$ cat src/rtl/pgs_pkg.sv
package pgs_pkg;
  // width of each per-cluster field in the packed timing parameters
  localparam int unsigned FLD_W = 8;

  // occupancy update selected for one clock edge
  typedef enum logic [1:0] {
    OCC_HOLD = 2'b00,
    OCC_INC  = 2'b01,
    OCC_DEC  = 2'b10,
    OCC_SWAP = 2'b11
  } occ_ev_e;
endpackage

$ cat src/rtl/pgs_wake_ctrl.sv
module pgs_wake_ctrl
  import pgs_pkg::*;
#(
  parameter int unsigned N_CL      = 3,
  parameter int unsigned LOOKAHEAD = 1,
  parameter logic [N_CL*FLD_W-1:0] WAKE_LAT = '0
) (
  input  logic            clk,
  input  logic            rst_n,
  input  logic            wake_head_i,
  input  logic            sleep_all_i,
  input  logic [N_CL-1:0] pg_i,
  output logic [N_CL-1:0] sleep_o,
  output logic [N_CL-1:0] rdy_o
);

  for (genvar c = 0; c < N_CL; c++) begin : g_cl
    localparam logic [FLD_W-1:0] LAT = WAKE_LAT[c*FLD_W +: FLD_W];

    logic             trig;
    logic             sleep_q, sleep_d;
    logic [FLD_W-1:0] cnt_q, cnt_d;

    // choose what wakes this cluster
    if (c == 0) begin : g_head
      assign trig = wake_head_i;
    end else if (c >= LOOKAHEAD) begin : g_far
      assign trig = rdy_o[c-LOOKAHEAD];
    end else begin : g_near
      assign trig = rdy_o[0];
    end

    always_comb begin
      sleep_d = sleep_q;
      cnt_d   = cnt_q;
      if (sleep_all_i) begin
        sleep_d = 1'b1;
        cnt_d   = '0;
      end else if (sleep_q && trig) begin
        sleep_d = 1'b0;
        cnt_d   = LAT;
      end else if (!sleep_q && (cnt_q != '0)) begin
        cnt_d   = cnt_q - 1'b1;
      end
    end

    always_ff @(posedge clk or negedge rst_n) begin
      if (!rst_n) begin
        sleep_q <= 1'b1;
        cnt_q   <= '0;
      end else begin
        sleep_q <= sleep_d;
        cnt_q   <= cnt_d;
      end
    end

    assign sleep_o[c] = sleep_q;
    assign rdy_o[c]   = ~sleep_q & (cnt_q == '0) & pg_i[c];
  end

endmodule

$ cat src/rtl/pgs_occ_cnt.sv
module pgs_occ_cnt
  import pgs_pkg::*;
#(
  parameter int unsigned DEPTH = 10,
  localparam int unsigned OCC_W = $clog2(DEPTH + 1)
) (
  input  logic             clk,
  input  logic             rst_n,
  input  logic             in_i,
  input  logic             out_i,
  output logic [OCC_W-1:0] occ_o,
  output logic             empty_o,
  output logic             full_o
);

  logic [OCC_W-1:0] occ_q, occ_d;
  logic             out_ok;
  occ_ev_e          ev;

  assign out_ok = out_i && (occ_q != '0);
  assign ev     = occ_ev_e'({out_ok, in_i});

  always_comb begin
    occ_d = occ_q;
    case (ev)
      OCC_INC:  occ_d = occ_q + 1'b1;
      OCC_DEC:  occ_d = occ_q - 1'b1;
      default:  occ_d = occ_q;
    endcase
  end

  always_ff @(posedge clk or negedge rst_n) begin
    if (!rst_n) begin
      occ_q <= '0;
    end else begin
      occ_q <= occ_d;
    end
  end

  assign occ_o   = occ_q;
  assign empty_o = (occ_q == '0);
  assign full_o  = (occ_q == OCC_W'(DEPTH));

endmodule

$ cat src/rtl/pgs_trip_mon.sv
module pgs_trip_mon
  import pgs_pkg::*;
#(
  parameter int unsigned N_CL = 3,
  parameter logic [N_CL*FLD_W-1:0] FWD_DLY = '0
) (
  input  logic            clk,
  input  logic            rst_n,
  input  logic            accept_i,
  input  logic            rearm_i,
  input  logic [N_CL-1:0] rdy_i,
  output logic [N_CL-1:0] late_o
);

  // edges from the first accept until the token reaches cluster idx
  function automatic int unsigned arrive_at(input int unsigned idx);
    int unsigned s;
    s = 0;
    for (int unsigned k = 0; k < idx; k++) begin
      s += int'(FWD_DLY[k*FLD_W +: FLD_W]);
    end
    return s;
  endfunction

  localparam int unsigned ARR_LAST = arrive_at(N_CL - 1);
  localparam int unsigned TRIP_W   = $clog2(ARR_LAST + 2);

  logic              armed_q, armed_d;
  logic              run_q, run_d;
  logic [TRIP_W-1:0] cnt_q, cnt_d;
  logic [N_CL-1:0]   late_q, late_d;
  logic [N_CL-1:0]   hit;
  logic              start;

  for (genvar c = 0; c < N_CL; c++) begin : g_hit
    localparam logic [TRIP_W-1:0] ARR_C = TRIP_W'(arrive_at(c));
    assign hit[c] = run_q && (cnt_q == ARR_C) && !rdy_i[c];
  end

  assign start = accept_i && armed_q;

  always_comb begin
    armed_d = armed_q;
    run_d   = run_q;
    cnt_d   = cnt_q;
    late_d  = late_q;
    if (rearm_i) begin
      armed_d = 1'b1;
      run_d   = 1'b0;
    end else if (start) begin
      armed_d = 1'b0;
      run_d   = 1'b1;
      cnt_d   = '0;
      late_d  = '0;
    end else if (run_q) begin
      late_d = late_q | hit;
      if (cnt_q == TRIP_W'(ARR_LAST)) begin
        run_d = 1'b0;
      end else begin
        cnt_d = cnt_q + 1'b1;
      end
    end
  end

  always_ff @(posedge clk or negedge rst_n) begin
    if (!rst_n) begin
      armed_q <= 1'b1;
      run_q   <= 1'b0;
      cnt_q   <= '0;
      late_q  <= '0;
    end else begin
      armed_q <= armed_d;
      run_q   <= run_d;
      cnt_q   <= cnt_d;
      late_q  <= late_d;
    end
  end

  assign late_o = late_q;

endmodule

$ cat src/rtl/ripple_pg_seq.sv
module ripple_pg_seq
  import pgs_pkg::*;
#(
  parameter int unsigned N_CL      = 3,
  parameter int unsigned LOOKAHEAD = 1,
  parameter int unsigned DEPTH     = 10,
  // per-cluster fields of FLD_W bits, cluster 0 in the low bits
  parameter logic [N_CL*FLD_W-1:0] WAKE_LAT = 24'h04_06_03,
  parameter logic [N_CL*FLD_W-1:0] FWD_DLY  = 24'h04_06_06,
  localparam int unsigned OCC_W = $clog2(DEPTH + 1)
) (
  input  logic             clk,
  input  logic             rst_n,
  input  logic             tok_req_i,
  output logic             tok_stall_o,
  input  logic             tok_out_i,
  input  logic [N_CL-1:0]  pg_i,
  output logic [N_CL-1:0]  sleep_o,
  output logic [N_CL-1:0]  pwr_rdy_o,
  output logic [N_CL-1:0]  late_o,
  output logic [OCC_W-1:0] occ_o
);

  logic accept;
  logic sleep_all;
  logic occ_empty;
  logic occ_full;

  assign tok_stall_o = ~pwr_rdy_o[0] | occ_full;
  assign accept      = tok_req_i & ~tok_stall_o;
  assign sleep_all   = occ_empty & ~tok_req_i;

  pgs_wake_ctrl #(
    .N_CL      (N_CL),
    .LOOKAHEAD (LOOKAHEAD),
    .WAKE_LAT  (WAKE_LAT)
  ) wake_i (
    .clk         (clk),
    .rst_n       (rst_n),
    .wake_head_i (tok_req_i),
    .sleep_all_i (sleep_all),
    .pg_i        (pg_i),
    .sleep_o     (sleep_o),
    .rdy_o       (pwr_rdy_o)
  );

  pgs_occ_cnt #(
    .DEPTH (DEPTH)
  ) occ_i (
    .clk     (clk),
    .rst_n   (rst_n),
    .in_i    (accept),
    .out_i   (tok_out_i),
    .occ_o   (occ_o),
    .empty_o (occ_empty),
    .full_o  (occ_full)
  );

  pgs_trip_mon #(
    .N_CL    (N_CL),
    .FWD_DLY (FWD_DLY)
  ) trip_i (
    .clk      (clk),
    .rst_n    (rst_n),
    .accept_i (accept),
    .rearm_i  (sleep_all),
    .rdy_i    (pwr_rdy_o),
    .late_o   (late_o)
  );

endmodule

$ cat config.mk
export PLATFORM = sky130hd
export DESIGN_NAME = ripple_pg_seq
export DESIGN_NICKNAME = d
export VERILOG_FILES = /design/src/rtl/pgs_pkg.sv /design/src/rtl/pgs_wake_ctrl.sv /design/src/rtl/pgs_occ_cnt.sv /design/src/rtl/pgs_trip_mon.sv /design/src/rtl/ripple_pg_seq.sv
export SDC_FILE = /design/constraint.sdc
export NUM_CORES = 1
export LEC_CHECK = 0
export ABC_AREA = 1
export BUFFER_PORTS_ARGS = -buffer_cell sky130_fd_sc_hd__buf_2
export CORE_MARGIN = 2
export CORE_UTILIZATION = 45
export CTS_CLUSTER_SIZE = 16
export DETAILED_ROUTE_END_ITERATION = 7
export GPL_ROUTABILITY_DRIVEN = 1
export PLACE_DENSITY = 0.61
export RECOVER_POWER = 100
export SLEW_MARGIN = 20
export SYNTH_ARGS = -nofsm -noshare
export SYNTH_HDL_FRONTEND = slang
export SYNTH_SLANG_ARGS = --single-unit
export TNS_END_PERCENT = 10
$ cat constraint.sdc
create_clock -name clk -period 4.3 [get_ports clk]
set_clock_uncertainty 0.15 [all_clocks]
set_input_delay 1.29 -clock clk [delete_from_list [all_inputs] [get_ports clk]]
set_output_delay 1.29 -clock clk [all_outputs]
set_load 0.05 [all_outputs]
After elaboration in Yosys (flattened, before gate mapping):

Cells that the tools add are included.
Widths: inputs -> output; s select.

* bits in registers: 40
* latch bits: 0
* memory bits (writable): 0
* ROM bits: 0
* output and inout port bits: 14
* memories kept: 0

* $add $sub $neg: 6
* multiply operators: 0
* divide/modulo/power cells: 0
* magnitude comparators: 0
* eq/ne operators: 6
* shifts and indexed selects: 0
* mux-type cells: 27
* bitwise gates (word level): 17
* reduce and logical (&&, ||, !) cells: 40

Operators by type and width (number)
* $mux 8: 9
* $logic_not 8->1: 3
* $reduce_bool 8->1: 3
* $sub 8x1->8 const B: 3
* $logic_and 1x1->1: 14
* $mux 1: 12
* $mux 4: 3
* $reduce_bool 2->1: 6
* $reduce_bool 3->1: 3
* $add 4x1->4 const B: 2
* $and 1x1->1: 8
* $eq 4x4->1 const B: 2
* $logic_not 4->1: 2
* $pmux 4 s2: 1
* $not 1->1: 7
* $logic_not 1->1: 6
* $mux 3: 2
* $eq 4x3->1 const B: 1
* $reduce_bool 4->1: 1
* $sub 4x1->4 const B: 1
* $or 3x3->3: 1
* $reduce_and 3->1: 1
* $eq 2x1->1 const B: 1
* $eq 2x2->1 const B: 1
* other kinds (3): 3

Depth between registers and ports, before layout:

Gate-level depths: netlist (run 1).

* word-level depth: 10
* mapped depth: 15

Hierarchy:

From an unflattened synthesis (run 1), not the netlist that was laid out.

* cell total of the unflattened synthesis: 332
* area, all modules: 2544.9 sq um

By module, submodules not included
* pgs_wake_ctrl: times used 1, cells each 229, area each 1715.4 sq um
* pgs_trip_mon: times used 1, cells each 59, area each 500.5 sq um
* pgs_occ_cnt: times used 1, cells each 38, area each 301.5 sq um
* ripple_pg_seq: times used 1, cells each 6, area each 27.5 sq um

Worst setup path before layout (run 1):

Ideal clock, no wire load.

* kind: input-to-output
* from: in pg_i[0]
* to: out tok_stall_o
* arrival: 1.915 ns
* required time: 2.860 ns
* slack: 0.945 ns
* cell stages on the path: 5
* buffers on the path: 0
* cells stage by stage: inv_1 > nor2_2 > nand3_4 > nor2_4 > inv_1

* word-level cells in the longest chain between the ends: 3

Ends and longest elaborated chain
* start: declaration: RTL line ripple_pg_seq.sv:17 `input logic [N_CL-1:0] pg_i,`
* $and 1x1->1: RTL line pgs_wake_ctrl.sv:58 `assign rdy_o[c] = ~sleep_q & (cnt_q == '0) & pg_i[c];`
* $not 1->1: RTL line ripple_pg_seq.sv:29 `assign tok_stall_o = ~pwr_rdy_o[0] | occ_full;`
* $or 1x1->1: RTL line ripple_pg_seq.sv:29
* end: declaration: RTL line ripple_pg_seq.sv:15 `output logic tok_stall_o,`

Every way passes these cells.

Worst setup path after layout (run 1):

Same ends and word-level chain as after synthesis.

==> qor.csv, run 1 <==
metric,value,unit
Hold Path Cell Cnt,2,
Post-synth top cells,"nand2_1 (76), inv_1 (41), dfrtp_1 (36)",
DRT iter0 DRCs,99,
WS Path Type,input pin to primary output,
top-area cell type share of the netlist area,0.351,
first-pass GRT wire length,8.96,mm
GPL Wtd Cong,0.786,
setup TNS,0,ns
Area Overhead vs Synth,6.24,%
GRT Total Usage,0.177,
crit-path max cell delay,0.28,ns
DP HPWL,3.58,mm
Resized Gates After CTS,0,
Tightest Pin Transition,2.18,ns
vias post-DR,2065,
status,"complete, but fails checks",
share of layout cells above drive strength 1,0.106,
total CTS buffers,5,
crit path DAT,2.32,ns
Worst Slack Setup Final,0.545,ns
period utilization,0.873,
PwrDens,760,nW/um^2
syn_nets,348,
"Clk Latency, worst-skew pair",0.29,ns
Worst setup EP type,primary output,
die height,79.5,um
vias in the first global route,2003,
Post-DP Area,2700,sq um
TritonCTS clock tree,built,
max_slew headroom,-0.453,
slowest cell on the critical path,nor2_1,
critical path peak fanout,4,
number of flops mapped to enable cells by yosys,0,
"Hold-fix buffers, CTS",0,
Placed Instances,414,
Inserted Diodes,0,
grt ovf,0,
wire per inst,12.0,um
Yosys reg bits,40,
IO Port Bufs,20,
Layout Nets,368,
Ys Warns,0,
DRT Wirelength,5.05,mm
register clock-pin slew on the reported worst setup and hold paths,0.07,ns
die width,79.5,um
post-route cell area,2730,sq um
non-filler instance count after layout,422,
Clock Root Buffer,clkbuf_8,
largest net degree at the start of global routing,41,
setup violators final,0,
starting density of the core,0.466,
Worst setup SP type,input pin,
"FFs w/ async S/R, synth",1.00,
worst vdd ir,0.489,mV
vias per inst,4.89,
Leak,1.45,nW
first-pass iteration count of the detailed router,4,
Final Hold Vio Count,0,
cell count after synthesis,329,
IO Count,21,
Die ar.,6330,sq um
f_max,266,MHz
count of pins over their slew limit,41,
Max Root-Sink Buffers,2,
R2R depth,15,
Post-synth top flop,dfrtp_1,
htree depth,2,
Post-route DRC,0,
Worst Path Required,2.86,ns
sequential fraction of the synthesis area,0.392,
Post-Syn Area per Cell,7.80,sq um
post-layout minimum cycle time,3.76,ns
post-CTS setup buffer count,0,
worst path cell trace,buf_2 > inv_1 > nor2_1 > nand3_4 > nor2_1 > inv_1 > buf_2,
"count leader, synth",nand2_1,
post-route ant nets,0,
Max-Cap Viols,1,
worst min path class,register to register,
Std-Cell Rows,27,
RSZ-0062 raised after global routing,no,
"Cell Area, Synth",2570,sq um
failing checks,"capacitance limit, slew limit",
Synth area leader,dfrtp_1,
# fillers,558,
Core ar.,5510,sq um
CTS sink count,40,
"top cells by area, synth","dfrtp_1 (35%), nand2_1 (11%), inv_1 (6.0%)",
pre-CTS setup slack,0.755,ns
Yosys cell types,33,
initial antenna violation count,0,
Overall Power,0.00207,W
-- layout by cell type, fill, tap and decap left out, types with 2 or more instances in the layout --
| master | synthesis | routed |
|---|---|---|
| nand2_2 | 4 | 2 |
| clkbuf_1 | 0 | 18 |
| nand3_2 | 3 | 3 |
| nand3_4 | 2 | 2 |
| ha_1 | 11 | 11 |
| nor3_1 | 3 | 3 |
| clkbuf_8 | 0 | 5 |
| dfstp_2 | 4 | 4 |
| a31oi_1 | 3 | 3 |
| nand2_1 | 76 | 78 |
| nor2_2 | 6 | 4 |
| xor2_1 | 15 | 15 |
| inv_1 | 41 | 44 |
| nand4_1 | 11 | 11 |
| dfrtp_1 | 36 | 36 |
| inv_2 | 10 | 6 |
| buf_2 | 0 | 5 |
| clkinv_1 | 1 | 2 |
| o21ai_0 | 6 | 14 |
| nor2_1 | 31 | 36 |
| a21oi_1 | 5 | 5 |
| nand3_1 | 30 | 30 |
-- area by class of cell --
cell class | instances | area [sq um] | area share
Multi-Input combinational cell | 229 | 1270 | 0.466
Inverter | 52 | 195 | 0.0716
Tap cell | 72 | 90.1 | 0.0330
Clock inverter | 1 | 5.00 | 0.00183
Sequential cell | 40 | 1010 | 0.369
Timing Repair Buffer | 21 | 85.1 | 0.0312
Clock buffer | 7 | 76.3 | 0.0280
-- sequential cells by signal, indices dropped and copies added, names as in the netlist --
signal	cells
wake_i.g_cl.cnt_q	24
occ_i.occ_o	4
wake_i.g_cl.sleep_q	3
trip_i.cnt_q	4
trip_i.run_q	1
trip_i.armed_q	1
trip_i.late_o	3
-- where the power goes --
part / leakage, nW / total [W] / internal (W) / switching [W]
registers: 0.497 / 0.000716 / 0.000556 / 0.000160
clock network: 0.0422 / 0.000246 / 0.000114 / 0.000132
logic: 0.909 / 0.00111 / 0.000366 / 0.000745
total: 1.45 / 0.00207 / 0.00104 / 0.00104
-- per-layer routing --
layer | global-route usage | part of all wire
met5 | 0 | 0
met1 | 0.232 | 0.50
met3 | 0.0373 | 0.028
met4 | 0.0466 | 0.011
met2 | 0.297 | 0.46
-- stage by stage --
step,util,hold slack [ns]
final,0.495,0.349
after global routing,0.495,0.384
after floorplan,-,0.299
after detailed placement,0.491,0.338
after global placement,0.491,0.314
after CTS,0.505,0.359
-- worst max-delay path, delay by kind of cell --
family                 cells  cell delay, ns
buffers and inverters      4            0.38
AND/OR/NAND/NOR            3            0.63
-- final timing paths --
| check | slack, ns | start | end |
|---|---|---|---|
| max | 0.54 | pg_i[0] | tok_stall_o |
| min | 0.35 | wake_i.g_cl[1].cnt_q[1] | wake_i.g_cl[1].cnt_q[1] |
| max reg2reg | 1.40 | wake_i.g_cl[0].cnt_q[0] | occ_i.occ_o[3] |
| min reg2reg | 0.35 | wake_i.g_cl[1].cnt_q[1] | wake_i.g_cl[1].cnt_q[1] |
| max in group asynchronous | 1.27 | rst_n | wake_i.g_cl[0].cnt_q[7] |
| min in group asynchronous | 1.48 | rst_n | wake_i.g_cl[2].cnt_q[3] |
-- cell families after synthesis --
kind of cell | after synthesis | synth area share
compound gates | 24 | 0.0492
xor+xnor | 16 | 0.0546
fa+ha+maj | 12 | 0.0614
buf+inv | 60 | 0.101
flops | 40 | 0.392
simple gates | 177 | 0.342
No activity file was read; power rests on OpenSTA's default activity.
==> inputs of run 2 (changes only) <==
- SYNTH_HIERARCHICAL: default -> 1
==> qor.csv, run 2 <==
metric,value,unit,change
status,"complete, but fails checks",,
failing checks,"capacitance limit, slew limit",,
post-CTS setup buffer count,0,,unchanged
Final Hold Vio Count,0,,unchanged
max_slew headroom,-0.430,,+0.0231
critical path peak fanout,3,,-1
GPL Wtd Cong,0.810,,+3.0%
wire per inst,11.7,um,-1.8%
Post-DP Area,2690,sq um,-0.32%
sequential fraction of the synthesis area,0.395,,+0.00347
number of flops mapped to enable cells by yosys,0,,unchanged
Tightest Pin Transition,2.14,ns,-0.0347 ns
post-route ant nets,0,,unchanged
worst min path class,register to register,,
worst vdd ir,0.409,mV,-16%
die width,79.2,um,-0.42%
htree depth,2,,unchanged
Reg area,1010,sq um,unchanged
Die ar.,6270,sq um,-0.84%
"Hold-fix buffers, CTS",0,,unchanged
GRT Total Usage,0.178,,+0.000320
starting density of the core,0.465,,-0.00124
Resized Gates After CTS,0,,unchanged
Worst setup SP type,input pin,,
crit-path max cell delay,0.51,ns,+0.23 ns
register clock-pin slew on the reported worst setup and hold paths,0.07,ns,about the same
Overall Power,0.00216,W,+4.1%
Area Overhead vs Synth,6.34,%,about the same
Hold Startpoint,trip_i/armed_q,,
count of pins over their slew limit,41,,unchanged
vias in the first global route,1934,,-3.4%
post-route cell area,2710,sq um,-0.78%
# fillers,577,,+3.4%
"top cells by area, synth","dfrtp_1 (35%), nand2_1 (11%), inv_1 (6.9%)",,
total CTS buffers,5,,unchanged
top-area cell type share of the netlist area,0.354,,+0.00311
vias per inst,5.00,,+2.1%
DRT iter0 DRCs,132,,+33%
Post-Syn Area per Cell,7.67,sq um,-1.8%
"Clk Latency, worst-skew pair",0.29,ns,about the same
Worst setup EP type,primary output,,
Worst path depth,4,,-3
WS Path Type,input pin to primary output,,
Worst Path Required,2.86,ns,about the same
IO Port Bufs,20,,unchanged
f_max,267,MHz,+0.42%
RSZ-0062 raised after global routing,no,,
first-pass GRT wire length,8.88,mm,-0.85%
Std-Cell Rows,27,,unchanged
CTS sink count,40,,unchanged
initial antenna violation count,0,,unchanged
die height,79.2,um,-0.42%
post-layout minimum cycle time,3.74,ns,-0.0157 ns
setup violators final,0,,unchanged
most frequent cells in the layout,"nand2_1 (77), inv_1 (48), nor2_1 (42), dfrtp_1 (36), nand3_1 (20)",,
multi-input logic area,1220,sq um,-3.6%
"Cell Area, Synth",2540,sq um,-0.88%
cell count after synthesis,332,,+0.91%
worst path cell trace,buf_2 > inv_1 > nor3_1 > clkbuf_1,,
share of layout cells above drive strength 1,0.110,,+0.00446
Yosys reg bits,40,,unchanged
IO Count,21,,unchanged
Max-Cap Viols,1,,unchanged
DRT Wirelength,5.00,mm,-0.87%
Largest Register,wake_i/g_cl.cnt_q,,
Layout Nets,370,,+0.54%
Synth area leader,dfrtp_1,,
period utilization,0.870,,-0.00365
buffer and inverter count on the worst path,3,,-1
"FFs w/ async S/R, synth",1.00,,unchanged
Post-synth top cells,"nand2_1 (73), inv_1 (47), nor2_1 (39)",,
Max Root-Sink Buffers,2,,unchanged
R2R depth,16,,+1
first-pass iteration count of the detailed router,4,,unchanged
Yosys cell types,35,,+6.1%
"count leader, synth",nand2_1,,
Post-synth top flop,dfrtp_1,,
grt ovf,0,,unchanged
DP HPWL,3.61,mm,+0.76%
Post-route DRC,0,,unchanged
vias post-DR,2129,,+3.1%
TritonCTS clock tree,built,,
"most common cell after layout, fill and taps aside",nand2_1,,
PwrDens,798,nW/um^2,+5.0%
reg2reg start,wake_i/g_cl[0].cnt_q[0],,
Clock Root Buffer,clkbuf_8,,
syn_nets,349,,+0.29%
worst hold slack,0.318,ns,-0.0316 ns
setup TNS,0,ns,unchanged
slowest cell on the critical path,clkbuf_1,,
max reg flops,24,,unchanged
"Largest delay share family, worst path",buffers and inverters,,
Ys Warns,6,,+6
Core ar.,5470,sq um,-0.61%
Critical path origin,pg_i[1],,
Hold Path Cell Cnt,2,,unchanged
largest net degree at the start of global routing,41,,unchanged
Inserted Diodes,0,,unchanged
Leak,1.36,nW,-5.8%
crit path DAT,2.30,ns,-0.02 ns
[run 2: cell types whose count changed after synthesis, sizes merged, moves of 3 or more]
cell / before / now
nor2: 42 / 50
nand2: 81 / 84
nand3: 35 / 23
nand3b: 0 / 4
xor2: 15 / 7
[run 2: metal layers]
| metal | up-vias | part of all wire | global-route usage |
|---|---|---|---|
| met2 | 28 | 0.45 | 0.276 |
| met4 | 0 | 0.014 | 0.0621 |
| met3 | 8 | 0.032 | 0.0341 |
| li1 | 1087 | - | - |
| met1 | 1006 | 0.51 | 0.248 |
| met5 | - | 0 | 0 |
[run 2: layout make-up]
class | count | share of cell area
Multi-Input combinational cell | 230 | 0.452
Sequential cell | 40 | 0.372
Inverter | 55 | 0.0772
Clock buffer | 8 | 0.0333
Tap cell | 72 | 0.0333
Timing Repair Buffer | 21 | 0.0324
[run 2: cell families after synthesis]
| logic type | synth area share |
|---|---|
| xor gates and xnor gates | 0.0344 |
| adders and majority gates | 0.0521 |
| buffers and inverters | 0.107 |
| DFF | 0.395 |
| AOI/OAI and AO/OA | 0.0629 |
| and+or+nand+nor | 0.349 |
[run 2: path summary, 6_finish.rpt]
check	to	slack (ns)
setup / recovery	pwr_rdy_o[1]	0.56
hold / removal	trip_i/armed_q	0.32
setup reg to reg	occ_i/occ_o[3]	1.25
hold reg to reg	trip_i/armed_q	0.32
max in group asynchronous	wake_i/g_cl[1].cnt_q[2]	1.31
min in group asynchronous	wake_i/g_cl[0].cnt_q[7]	1.46
[run 2: power by group]
group	internal, W	leakage, nW	switching (W)
registers	0.000564	0.496	0.000173
logic	0.000378	0.823	0.000782
clock network	0.000131	0.0455	0.000132
[run 2: worst min-delay path: cells and delay by family, from the launching register on]
kind	cells	cell delay, ns
DFF	1	0.37
AOI/OAI and AO/OA	1	0.06
buffers and inverters	1	0.04
[run 2: stage by stage]
step / worst slack [ns] / instances / util
5_1_grt: 0.360 / 426 / 0.495
6_report: 0.561 / 426 / 0.495
4_1_cts: 0.710 / 426 / 0.508
2_1_floorplan: 0.387 / 332 / -
3_3_place_gp: 0.716 / 418 / 0.492
3_5_place_dp: 0.713 / 418 / 0.492
